**src/rtl/cap_step_pkg.sv**
```systemverilog
package cap_step_pkg;
  typedef enum logic [1:0] {
    DEC_HOLD = 2'd0,
    DEC_UP   = 2'd1,
    DEC_DOWN = 2'd2
  } dec_e;
endpackage

```
**src/rtl/cbk_decide.sv**
```systemverilog
module cbk_decide
  import cap_step_pkg::*;
#(
  parameter int ANGLE_W   = 12,
  parameter int UPPER_REF = 182,
  parameter int LOWER_REF = 141
) (
  input  logic [ANGLE_W-1:0] angle,
  output dec_e               dec
);
  localparam logic [ANGLE_W-1:0] UP_LIM = ANGLE_W'(UPPER_REF);
  localparam logic [ANGLE_W-1:0] LO_LIM = ANGLE_W'(LOWER_REF);

  always_comb begin
    if (angle > UP_LIM)      dec = DEC_UP;
    else if (angle < LO_LIM) dec = DEC_DOWN;
    else                     dec = DEC_HOLD;
  end
endmodule

```
**src/rtl/cbk_settle.sv**
```systemverilog
module cbk_settle #(
  parameter int SETTLE_W = 8
) (
  input  logic                clk,
  input  logic                rst,
  input  logic                load,
  input  logic [SETTLE_W-1:0] load_val,
  input  logic                tick,
  output logic                busy
);
  logic [SETTLE_W-1:0] remain;

  always_ff @(posedge clk) begin
    if (rst)                        remain <= '0;
    else if (load)                  remain <= load_val;
    else if (tick && remain != '0)  remain <= remain - 1'b1;
  end

  assign busy = (remain != '0);
endmodule

```
**src/rtl/cbk_bank.sv**
```systemverilog
module cbk_bank #(
  parameter int SECTIONS = 9,
  parameter int CNT_W    = $clog2(SECTIONS + 1)
) (
  input  logic                clk,
  input  logic                rst,
  input  logic                step_up,
  input  logic                step_dn,
  output logic [CNT_W-1:0]    count,
  output logic [SECTIONS-1:0] sec_en,
  output logic                at_top,
  output logic                at_bot
);
  localparam logic [CNT_W-1:0] TOP = CNT_W'(SECTIONS);

  always_ff @(posedge clk) begin
    if (rst)                  count <= '0;
    else if (step_up && !at_top) count <= count + 1'b1;
    else if (step_dn && !at_bot) count <= count - 1'b1;
  end

  assign at_top = (count == TOP);
  assign at_bot = (count == '0);

  for (genvar i = 0; i < SECTIONS; i++) begin : g_sec
    assign sec_en[i] = (count > CNT_W'(i));
  end
endmodule

```
**src/rtl/cap_step_ctrl.sv**
```systemverilog
module cap_step_ctrl
  import cap_step_pkg::*;
#(
  parameter int SECTIONS  = 9,
  parameter int ANGLE_W   = 12,
  parameter int UPPER_REF = 182,
  parameter int LOWER_REF = 141,
  parameter int SETTLE_W  = 8,
  parameter int CNT_W     = $clog2(SECTIONS + 1)
) (
  input  logic                clk,
  input  logic                rst,
  input  logic                ang_valid,
  output logic                ang_ready,
  input  logic [ANGLE_W-1:0]  angle,
  input  logic [SETTLE_W-1:0] settle_len,
  output logic [CNT_W-1:0]    sec_count,
  output logic [SECTIONS-1:0] sec_en,
  output logic                settle_busy,
  output logic                limit_hit
);
  dec_e dec;
  logic accept, decide_now, want_up, want_dn, do_up, do_dn;
  logic at_top, at_bot;

  assign ang_ready  = ~rst;
  assign accept     = ang_valid & ang_ready;
  assign decide_now = accept & ~settle_busy;
  assign want_up    = decide_now & (dec == DEC_UP);
  assign want_dn    = decide_now & (dec == DEC_DOWN);
  assign do_up      = want_up & ~at_top;
  assign do_dn      = want_dn & ~at_bot;

  cbk_decide #(
    .ANGLE_W(ANGLE_W), .UPPER_REF(UPPER_REF), .LOWER_REF(LOWER_REF)
  ) u_decide (
    .angle(angle), .dec(dec)
  );

  cbk_settle #(.SETTLE_W(SETTLE_W)) u_settle (
    .clk(clk), .rst(rst), .load(do_up | do_dn), .load_val(settle_len),
    .tick(accept), .busy(settle_busy)
  );

  cbk_bank #(.SECTIONS(SECTIONS), .CNT_W(CNT_W)) u_bank (
    .clk(clk), .rst(rst), .step_up(do_up), .step_dn(do_dn),
    .count(sec_count), .sec_en(sec_en), .at_top(at_top), .at_bot(at_bot)
  );

  always_ff @(posedge clk) begin
    if (rst) limit_hit <= 1'b0;
    else     limit_hit <= (want_up & at_top) | (want_dn & at_bot);
  end
endmodule

```
**config.mk**
```make
export PLATFORM = sky130hd
export DESIGN_NAME = cap_step_ctrl
export DESIGN_NICKNAME = d
export VERILOG_FILES = /design/src/rtl/cap_step_pkg.sv /design/src/rtl/cbk_decide.sv /design/src/rtl/cbk_settle.sv /design/src/rtl/cbk_bank.sv /design/src/rtl/cap_step_ctrl.sv
export SDC_FILE = /design/constraint.sdc
export NUM_CORES = 1
export LEC_CHECK = 0
export ABC_AREA = 1
export BUFFER_PORTS_ARGS = -buffer_cell sky130_fd_sc_hd__buf_2
export CAP_MARGIN = 15
export CORE_ASPECT_RATIO = 1.25
export CORE_UTILIZATION = 30
export CTS_BUF_LIST = sky130_fd_sc_hd__clkbuf_4 sky130_fd_sc_hd__clkbuf_8
export CTS_CLUSTER_DIAMETER = 40
export DETAILED_ROUTE_END_ITERATION = 8
export PLACE_DENSITY = 0.62
export SYNTH_ARGS = -nofsm -noshare
export SYNTH_HDL_FRONTEND = slang
export SYNTH_SLANG_ARGS = --single-unit
```
**constraint.sdc**
```tcl
create_clock -name clk -period 1.7 [get_ports clk]
set_clock_uncertainty 0.05 [all_clocks]
set_input_delay 0.34 -clock clk [delete_from_list [all_inputs] [get_ports clk]]
set_output_delay 0.34 -clock clk [all_outputs]
set_load 0.01 [all_outputs]
```
==> summary.md, run 1 <==
| Metric | Value |
|---|---|
| CTS Buf Count | 3 |
| Initial antenna violation count | 0 |
| H-tree level count | 1 |
| Pin count of the biggest net entering global routing | 13 |
| Seq pwr share | approximately a fifth |
| CP max stage delay | between 300 and 400 ps |
| Net Count, Synth | 217 |
| Initial Util | between 30% and 40% |
| Relative slew slack | 83.5% |
| Sequential cell area | 269 um2 |
| GR peak layer | met2 |
| Later-pin clock latency in the skew report | 250 ps |
| Max Fclk | 606 MHz |
| Clk slew on worst S/H paths | 60 ps |
| M3 GR Usage | 1.57% |
| Final hold vios | 0 |
| Gate power share | 68.0% |
| Vias per cell | 4.44 |
| Synth warn | 0 |
| Maximum vdd drop | ~0.86 mV |
| Vias | 1327 |
| Required time of the critical path | 1310 ps |
| Pre-CTS setup slack | -8.32 ps |
| WP data arrival | 1260 ps |
| Slowest stage cell, crit path | dfxtp_4 |
| Layout Cells excl Fill | 299 |
| Avg Cell Area, Syn | 6.66 um2 |
| Critical path class | flip-flop to output pin |
| Synthesis-to-finish area growth | 37.9% |
| Commonest non-fill, non-tap cell in the layout | nand2_1 |
| Cell family with most CP delay | flip-flops |
| IO Count | 39 |
| # diodes | 0 |
| Post-detail-place hpwl | 2.33 mm |
| Hold path startpoint | settle_len[0] |
| Hold WC Path Type | primary input to flip-flop |
| CTS tree | built |
| Sequential area share after synthesis | 20.7% |
| Fillers | 400 |
| Total wire length | 3.14 mm |
| RSZ-0062 raised after global routing | yes |
| Routed Antenna Nets | 0 |
| Drt first-iter violations | 19 |
| Core area | 3910 um2 |
| Gpl congestion | 0.771 |
| Final period utilization | 97.1% |
| Status | finished, final reports clean |
| Clock power frac | 12.6% |
| Root buffer cell | clkbuf_8 |
| Clk sinks | 13 |
| WHS | 271 ps |
| Psw | 1.16 mW |
| First-pass GRT wire length | between 5 and 6 mm |
| # DRC | 0 |
| GRT met2 Usage | between 20% and 30% |
| Slew Limit Fails | 0 |
| Crit path launch type | flip-flop |
| Cell count after synthesis | 189 |
| Share of post-route cells with drive strength above 1 | between 30% and 40% |
| Clock tree buffer depth | 2 |
| Fin worst setup slack | 48.8 ps |
| CP Capture Type | output pin |
| Design Power | 2.50 mW |
| Switching Share | 46.4% |
| Setup TNS | 0 ps |
| Placed Cells | 290 |
| Maximum capacitance violations | 0 |
| PwrDens | 1440 nW/um2 |
| Sum of buffers and inverters on the critical path | 2 |
| Port Buf Inserts | 38 |
| Cell variety after synth | 31 |
| Leak | between 0.9 and 1 nW |
| Worst-Margin Slew | 246 ps |
| Die H | 74.4 um |
| Total track usage | between 10% and 20% |
| Wire per inst | 10.5 um |
| #FFs+latches synth | 13 |
| Final setup vio count | 0 |
| Global Route met1 Usage | 18.2% |
| Area occupied by multi-input gates | 895 um2 |
| Die footprint | ~4500 um2 |
| Tmin final | 1650 ps |
| Worst Setup SP | u_bank.count[1] |
| Crit-path cells | inv_2 -> ha_4 -> o31ai_1 -> buf_2 |
| 1st-pass router iterations | 4 |
| Critical path peak fanout | 6 |
| Vias in the first global route | 1206 |
| Row count | 25 |
| Reg-to-Reg Start | u_settle.remain[0] |
| Die width | 59.9 um |
| Internal power | 1.34 mW |
| Fin nets | 274 |
| Most frequent cells in the layout | nand2_1 (42), buf_2 (39), nor2_1 (24) |
| Total grt overflow | 0 |
| Synth Cell Area | 1260 um2 |
==> final timing paths <==
path	endpoint	slack (ps)	cells after the start
min reg2reg	u_settle.remain[1]	470	2
max	sec_en[5]	50	4
min	u_settle.remain[0]	270	3
max reg2reg	u_settle.remain[0]	80	12
==> worst register-to-register path: stages, from the launching register on <==
cell,delay [ps]
dfxtp_1,320
inv_2,70
ha_4,140
nand3_4,100
nor2_8,150
nand2_4,80
nor2_8,110
nand3_4,130
nand2_8,150
inv_1,60
o21ai_0,70
nand2_1,60
nor2_1,70
==> metal layers <==
layer / part of all wire, % / vias up
met2: 49 / 22
li1: - / 714
met1: 47 / 587
met3: 2.7 / 4
met5: 0 / -
met4: 1.4 / 0
==> stage by stage <==
stage	cell area (um2)	utilization, %
floorplan	1260	-
global placement	1570	40.1
detailed placement	1570	40.1
CTS	1640	41.9
global route	1740	44.4
finish	1740	44.4
==> synth_stat cells (all sizes together) <==
cell | instances | area, um2
a21oi | 10 | 50.1
buf | 4 | 48.8
clkbuf | 1 | 3.75
clkinv | 1 | 3.75
dfxtp | 13 | 260
ha | 5 | 62.6
inv | 28 | 108
nand2 | 48 | 213
nand3 | 18 | 108
nand4 | 10 | 77.6
nor2 | 29 | 164
nor3 | 2 | 21.3
o21ai | 8 | 40.0
o31ai | 1 | 7.51
o32ai | 1 | 8.76
or2 | 2 | 12.5
xnor2 | 3 | 26.3
xor2 | 5 | 43.8
==> state kept, by name, indices dropped and copies added, names as in the netlist <==
| signal | cells |
|---|---|
| u_bank.count | 4 |
| limit_hit | 1 |
| u_settle.remain | 8 |
==> power by group through the flow <==
stage | Combinational [mW] | Sequential, mW | Clock, mW
after floorplan | 1.11 | 0.482 | 0
after global placement | 1.53 | 0.471 | 0
after detailed placement | 1.54 | 0.474 | 0
after CTS | 1.58 | 0.473 | 0.313
after global routing | 1.89 | 0.494 | 0.321
final | 1.70 | 0.485 | 0.315
==> timing repair <==
action	in CTS	in global routing
gates resized for setup	9	16
setup buffers	0	5
setup endpoints to repair	11	13
cloned	0	1
pin swaps	3	6
hold buffers	0	0
==> final cells by class <==
type                       count  share of cell area [%]
tap                           54                    3.89
multi-input combinational    142                    51.6
timing repair buffer          57                    19.7
inverter                      29                    6.56
sequential                    13                    15.5
clock buffer                   4                    2.81
==> logic make-up after synthesis <==
kind of cell	after synthesis	synth area share, %
compound gates	20	8.45
xor+xnor	8	5.57
flops	13	20.7
fa+ha+maj	5	4.97
simple gates	109	47.3
buf+inv	34	13.0
No activity file was read; power rests on OpenSTA's default activity.
==> run 2: changes to the inputs <==
--- a/config.mk
+++ b/config.mk
@@ -5,7 +5,6 @@
 export SDC_FILE = /design/constraint.sdc
 export NUM_CORES = 1
 export LEC_CHECK = 0
-export ABC_AREA = 1
 export BUFFER_PORTS_ARGS = -buffer_cell sky130_fd_sc_hd__buf_2
 export CAP_MARGIN = 15
 export CORE_ASPECT_RATIO = 1.25
@@ -13,7 +12,7 @@
 export CTS_BUF_LIST = sky130_fd_sc_hd__clkbuf_4 sky130_fd_sc_hd__clkbuf_8
 export CTS_CLUSTER_DIAMETER = 40
 export DETAILED_ROUTE_END_ITERATION = 8
-export PLACE_DENSITY = 0.62
+export PLACE_DENSITY = 0.65
 export SYNTH_ARGS = -nofsm -noshare
 export SYNTH_HDL_FRONTEND = slang
 export SYNTH_SLANG_ARGS = --single-unit
==> summary.md, run 2 <==
| Metric | Value |
|---|---|
| Largest regs | u_settle.remain: 8 flops, u_bank.count: 4 flops, limit_hit: 1 flops (unchanged) |
| Layout Cells excl Fill | 243 (was 299) |
| Tmin final | 2090 ps (was 1650 ps) |
| First-pass GRT wire length | 5.13 mm (unchanged) |
| Post-synth EDFFs | 0 (unchanged) |
| 1st-pass router iterations | 4 (unchanged) |
| Slew Limit Fails | 0 (unchanged) |
| Vias in the first global route | 1292 (was 1206) |
| Net Count, Synth | 155 (was 217) |
| Most frequent cells in the layout | buf_2 (36), buf_4 (30), nand2_1 (14) (was nand2_1 (42), buf_2 (39), nor2_1 (24)) |
| Placed Cells | 230 (was 290) |
| Commonest non-fill, non-tap cell in the layout | buf_2 (was nand2_1) |
| PwrDens | 1360 nW/um2 (was 1440 nW/um2) |
| Total grt overflow | 0 (unchanged) |
| Hold Path End | u_settle.remain[1] (was u_settle.remain[0]) |
| Most numerous cell in the Yosys netlist | nand2_1 (unchanged) |
| Share of post-route cells with drive strength above 1 | 55.8% (was 38.4%) |
| Design area | 1780 um2 (was 1740 um2) |
| Dpl cell area | 1520 um2 (was 1570 um2) |
| Initial Util | 31.1% (was 32.2%) |
| Final setup vio count | 14 (was 0) |
| Maximum vdd drop | 1.12 mV (was 0.863 mV) |
| #FFs+latches synth | 13 (unchanged) |
| # DRC | 0 (unchanged) |
| Post-detail-place hpwl | 2.52 mm (was 2.33 mm) |
| Worst-Margin Slew | 348 ps (was 246 ps) |
| Cell variety after synth | 42 (was 31) |
| Cell count after synthesis | 127 (was 189) |
| CP Capture Type | flip-flop (was output pin) |
| RSZ-0062 raised after global routing | yes (unchanged) |
| Cells on Worst Hold Path | 3 (unchanged) |
| Clk slew on worst S/H paths | 60 ps (about the same) |
| Vias per cell | 5.17 (was 4.44) |
| Design Power | 2.42 mW (was 2.50 mW) |
| Maximum capacitance violations | 0 (unchanged) |
| IO Count | 39 (unchanged) |
| Ys async rst share | 0% (unchanged) |
| Register bank with the most flops | u_settle.remain (unchanged) |
| Synth area leader | dfxtp_1 (unchanged) |
| Fin nets | 235 (was 274) |
| Relative slew slack | 76.7% (was 83.5%) |
| Slowest stage cell, crit path | or4b_4 (was dfxtp_4) |
| Fillers | 283 (was 400) |
| Hold path startpoint | settle_len[1] (was settle_len[0]) |
| Clock tree buffer depth | 2 (unchanged) |
| Critical path peak fanout | 7 (was 6) |
| Wire per inst | 13.4 um (was 10.5 um) |
| Cells on worst reg2reg path | 7 (was 12) |
| Die H | 66.3 um (was 74.4 um) |
| Die footprint | 3540 um2 (was 4460 um2) |
| Die width | 53.4 um (was 59.9 um) |
| Finished Core Util | 55.6% (was 44.4%) |
| Status | finished with violations (was finished, final reports clean) |
| Vias | 1257 (was 1327) |
| Clk sinks | 13 (unchanged) |
| Row count | 23 (was 25) |
| Leak | 0.811 nW (was 0.930 nW) |
| Pin count of the biggest net entering global routing | 16 (was 13) |
| Drt first-iter violations | 41 (was 19) |
| Port Buf Inserts | 38 (unchanged) |
| Required time of the critical path | 1780 ps (was 1310 ps) |
| Sum of buffers and inverters on the critical path | 1 (was 2) |
| H-tree level count | 1 (unchanged) |
| Later-pin clock latency in the skew report | 240 ps (was 250 ps) |
| Synth area leaders | dfxtp_1 (26%), ha_1 (6.3%), nand2_1 (5.3%) (was dfxtp_1 (21%), nand2_1 (13%), inv_1 (7.8%)) |
| Sequential area share after synthesis | 26.2% (was 20.7%) |
| Max Fclk | 478 MHz (was 606 MHz) |
| Cell family with most CP delay | simple AND/OR/NAND/NOR gates (was flip-flops) |
| Fin worst setup slack | -391 ps (was 48.8 ps) |
| Post-CTS Hold Buffers | 0 (unchanged) |
| Routed Antenna Nets | 0 (unchanged) |
| Max reg flops | 8 (unchanged) |
| Gpl congestion | 0.873 (was 0.771) |
| Total wire length | 3.25 mm (was 3.14 mm) |
| WP data arrival | 2170 ps (was 1260 ps) |
| # diodes | 0 (unchanged) |
| Root buffer cell | clkbuf_8 (unchanged) |
| Pre-CTS setup slack | -551 ps (was -8.32 ps) |
| Post-synth top cells | nand2_1 (14), dfxtp_1 (13), inv_1 (12) (was nand2_1 (43), inv_1 (26), nor2_1 (24)) |
| Reg2Reg Capture Point | u_bank.count[3] (was u_settle.remain[0]) |
| Initial antenna violation count | 0 (unchanged) |
| Reg2reg setup slack | -390 ps (was 80 ps) |
| Failing checks | negative setup slack |
| Prevailing post-synth register cell | dfxtp_1 (unchanged) |
| CP max stage delay | 510 ps (was 370 ps) |
| CTS Buf Count | 3 (unchanged) |
| Crit-path cells | inv_2 -> ha_4 -> or4b_4 -> nor2_4 -> nand3_4 -> o32ai_4 -> mux2_4 (was inv_2 -> ha_4 -> o31ai_1 -> buf_2) |
| Core area | 3190 um2 (was 3910 um2) |
| CTS tree | built (unchanged) |
| Final period utilization | 123% (was 97.1%) |
| Final hold vios | 0 (unchanged) |
| Total track usage | 19.8% (was 14.9%) |
| Avg Cell Area, Syn | 7.81 um2 (was 6.66 um2) |
| Crit path launch type | flip-flop (unchanged) |
| Synth Cell Area | 992 um2 (was 1260 um2) |
| Synth warn | 0 (unchanged) |
| Top-area cell type share of the netlist area | 26.2% (was 20.7%) |
| Hold WC Path Type | primary input to flip-flop (unchanged) |
| Reg-to-Reg Start | u_settle.remain[0] (unchanged) |
| Synthesis-to-finish area growth | 78.9% (was 37.9%) |
| Critical path class | flip-flop to flip-flop (was flip-flop to output pin) |
run 2: logic make-up after synthesis:
| logic type | share of synthesized area [%] |
|---|---|
| AOI/OAI and AO/OA | 23.7 |
| xor gates and xnor gates | 0.883 |
| adders and majority gates | 6.31 |
| buffers and inverters | 5.67 |
| DFF | 26.2 |
| muxes | 10.3 |
| and+or+nand+nor | 26.9 |
run 2: power by group:
part	switching [mW]	internal (mW)	leakage, nW
registers	0.0547	0.398	0.108
clock network	0.112	0.181	0.0262
logic	0.749	0.924	0.677
run 2: per-layer routing:
metal  GRT usage, %  share of wire, %  vias up  wire length (um)
met4           8.88               1.7        0                55
met2           39.7                56       45              1810
met1           18.4                38      583              1240
li1               -                 -      623                 -
met3           3.22               4.6        6               148
met5              0                 0        -                 0
run 2: what timing repair did:
item / 4_1_cts / 5_1_grt
pin swaps: 9 / 5
gates resized for setup: 18 / 16
setup endpoints to repair: 17 / 17
setup buffers: 8 / 3
run 2: cell type report:
type                    count  area (um2)  area share (%)
repair buffers             78         541            30.4
flip-flops and latches     13         265            14.9
clock buffers               4        48.8            2.75
well taps                  37        46.3            2.61
multi-input cells          99         830            46.7
inverters                  12        45.0            2.54
run 2: worst max-delay path by stage:
stage / startpoint / endpoint / cells after the start
6_report: u_settle.remain[0] / u_bank.count[3] / 7
5_1_grt: u_settle.remain[1] / u_bank.count[3] / 7
4_1_cts: u_settle.remain[0] / u_bank.count[3] / 7
3_5_place_dp: angle[11] / u_bank.count[2] / 6
3_3_place_gp: angle[11] / u_bank.count[2] / 6
2_1_floorplan: angle[11] / u_bank.count[2] / 5
run 2: metrics by stage:
stage | hold WS [ps] | TNS [ps]
finish | 289 | -4700
global route | 289 | -5610
CTS | 295 | -4580
detailed placement | 551 | -6570
global placement | 539 | -6040
floorplan | 432 | -3540
run 2: tightest hold or removal path, stage by stage:
cell	delay [ps]
buf_2	90
nand2_1	40
mux2i_1	60
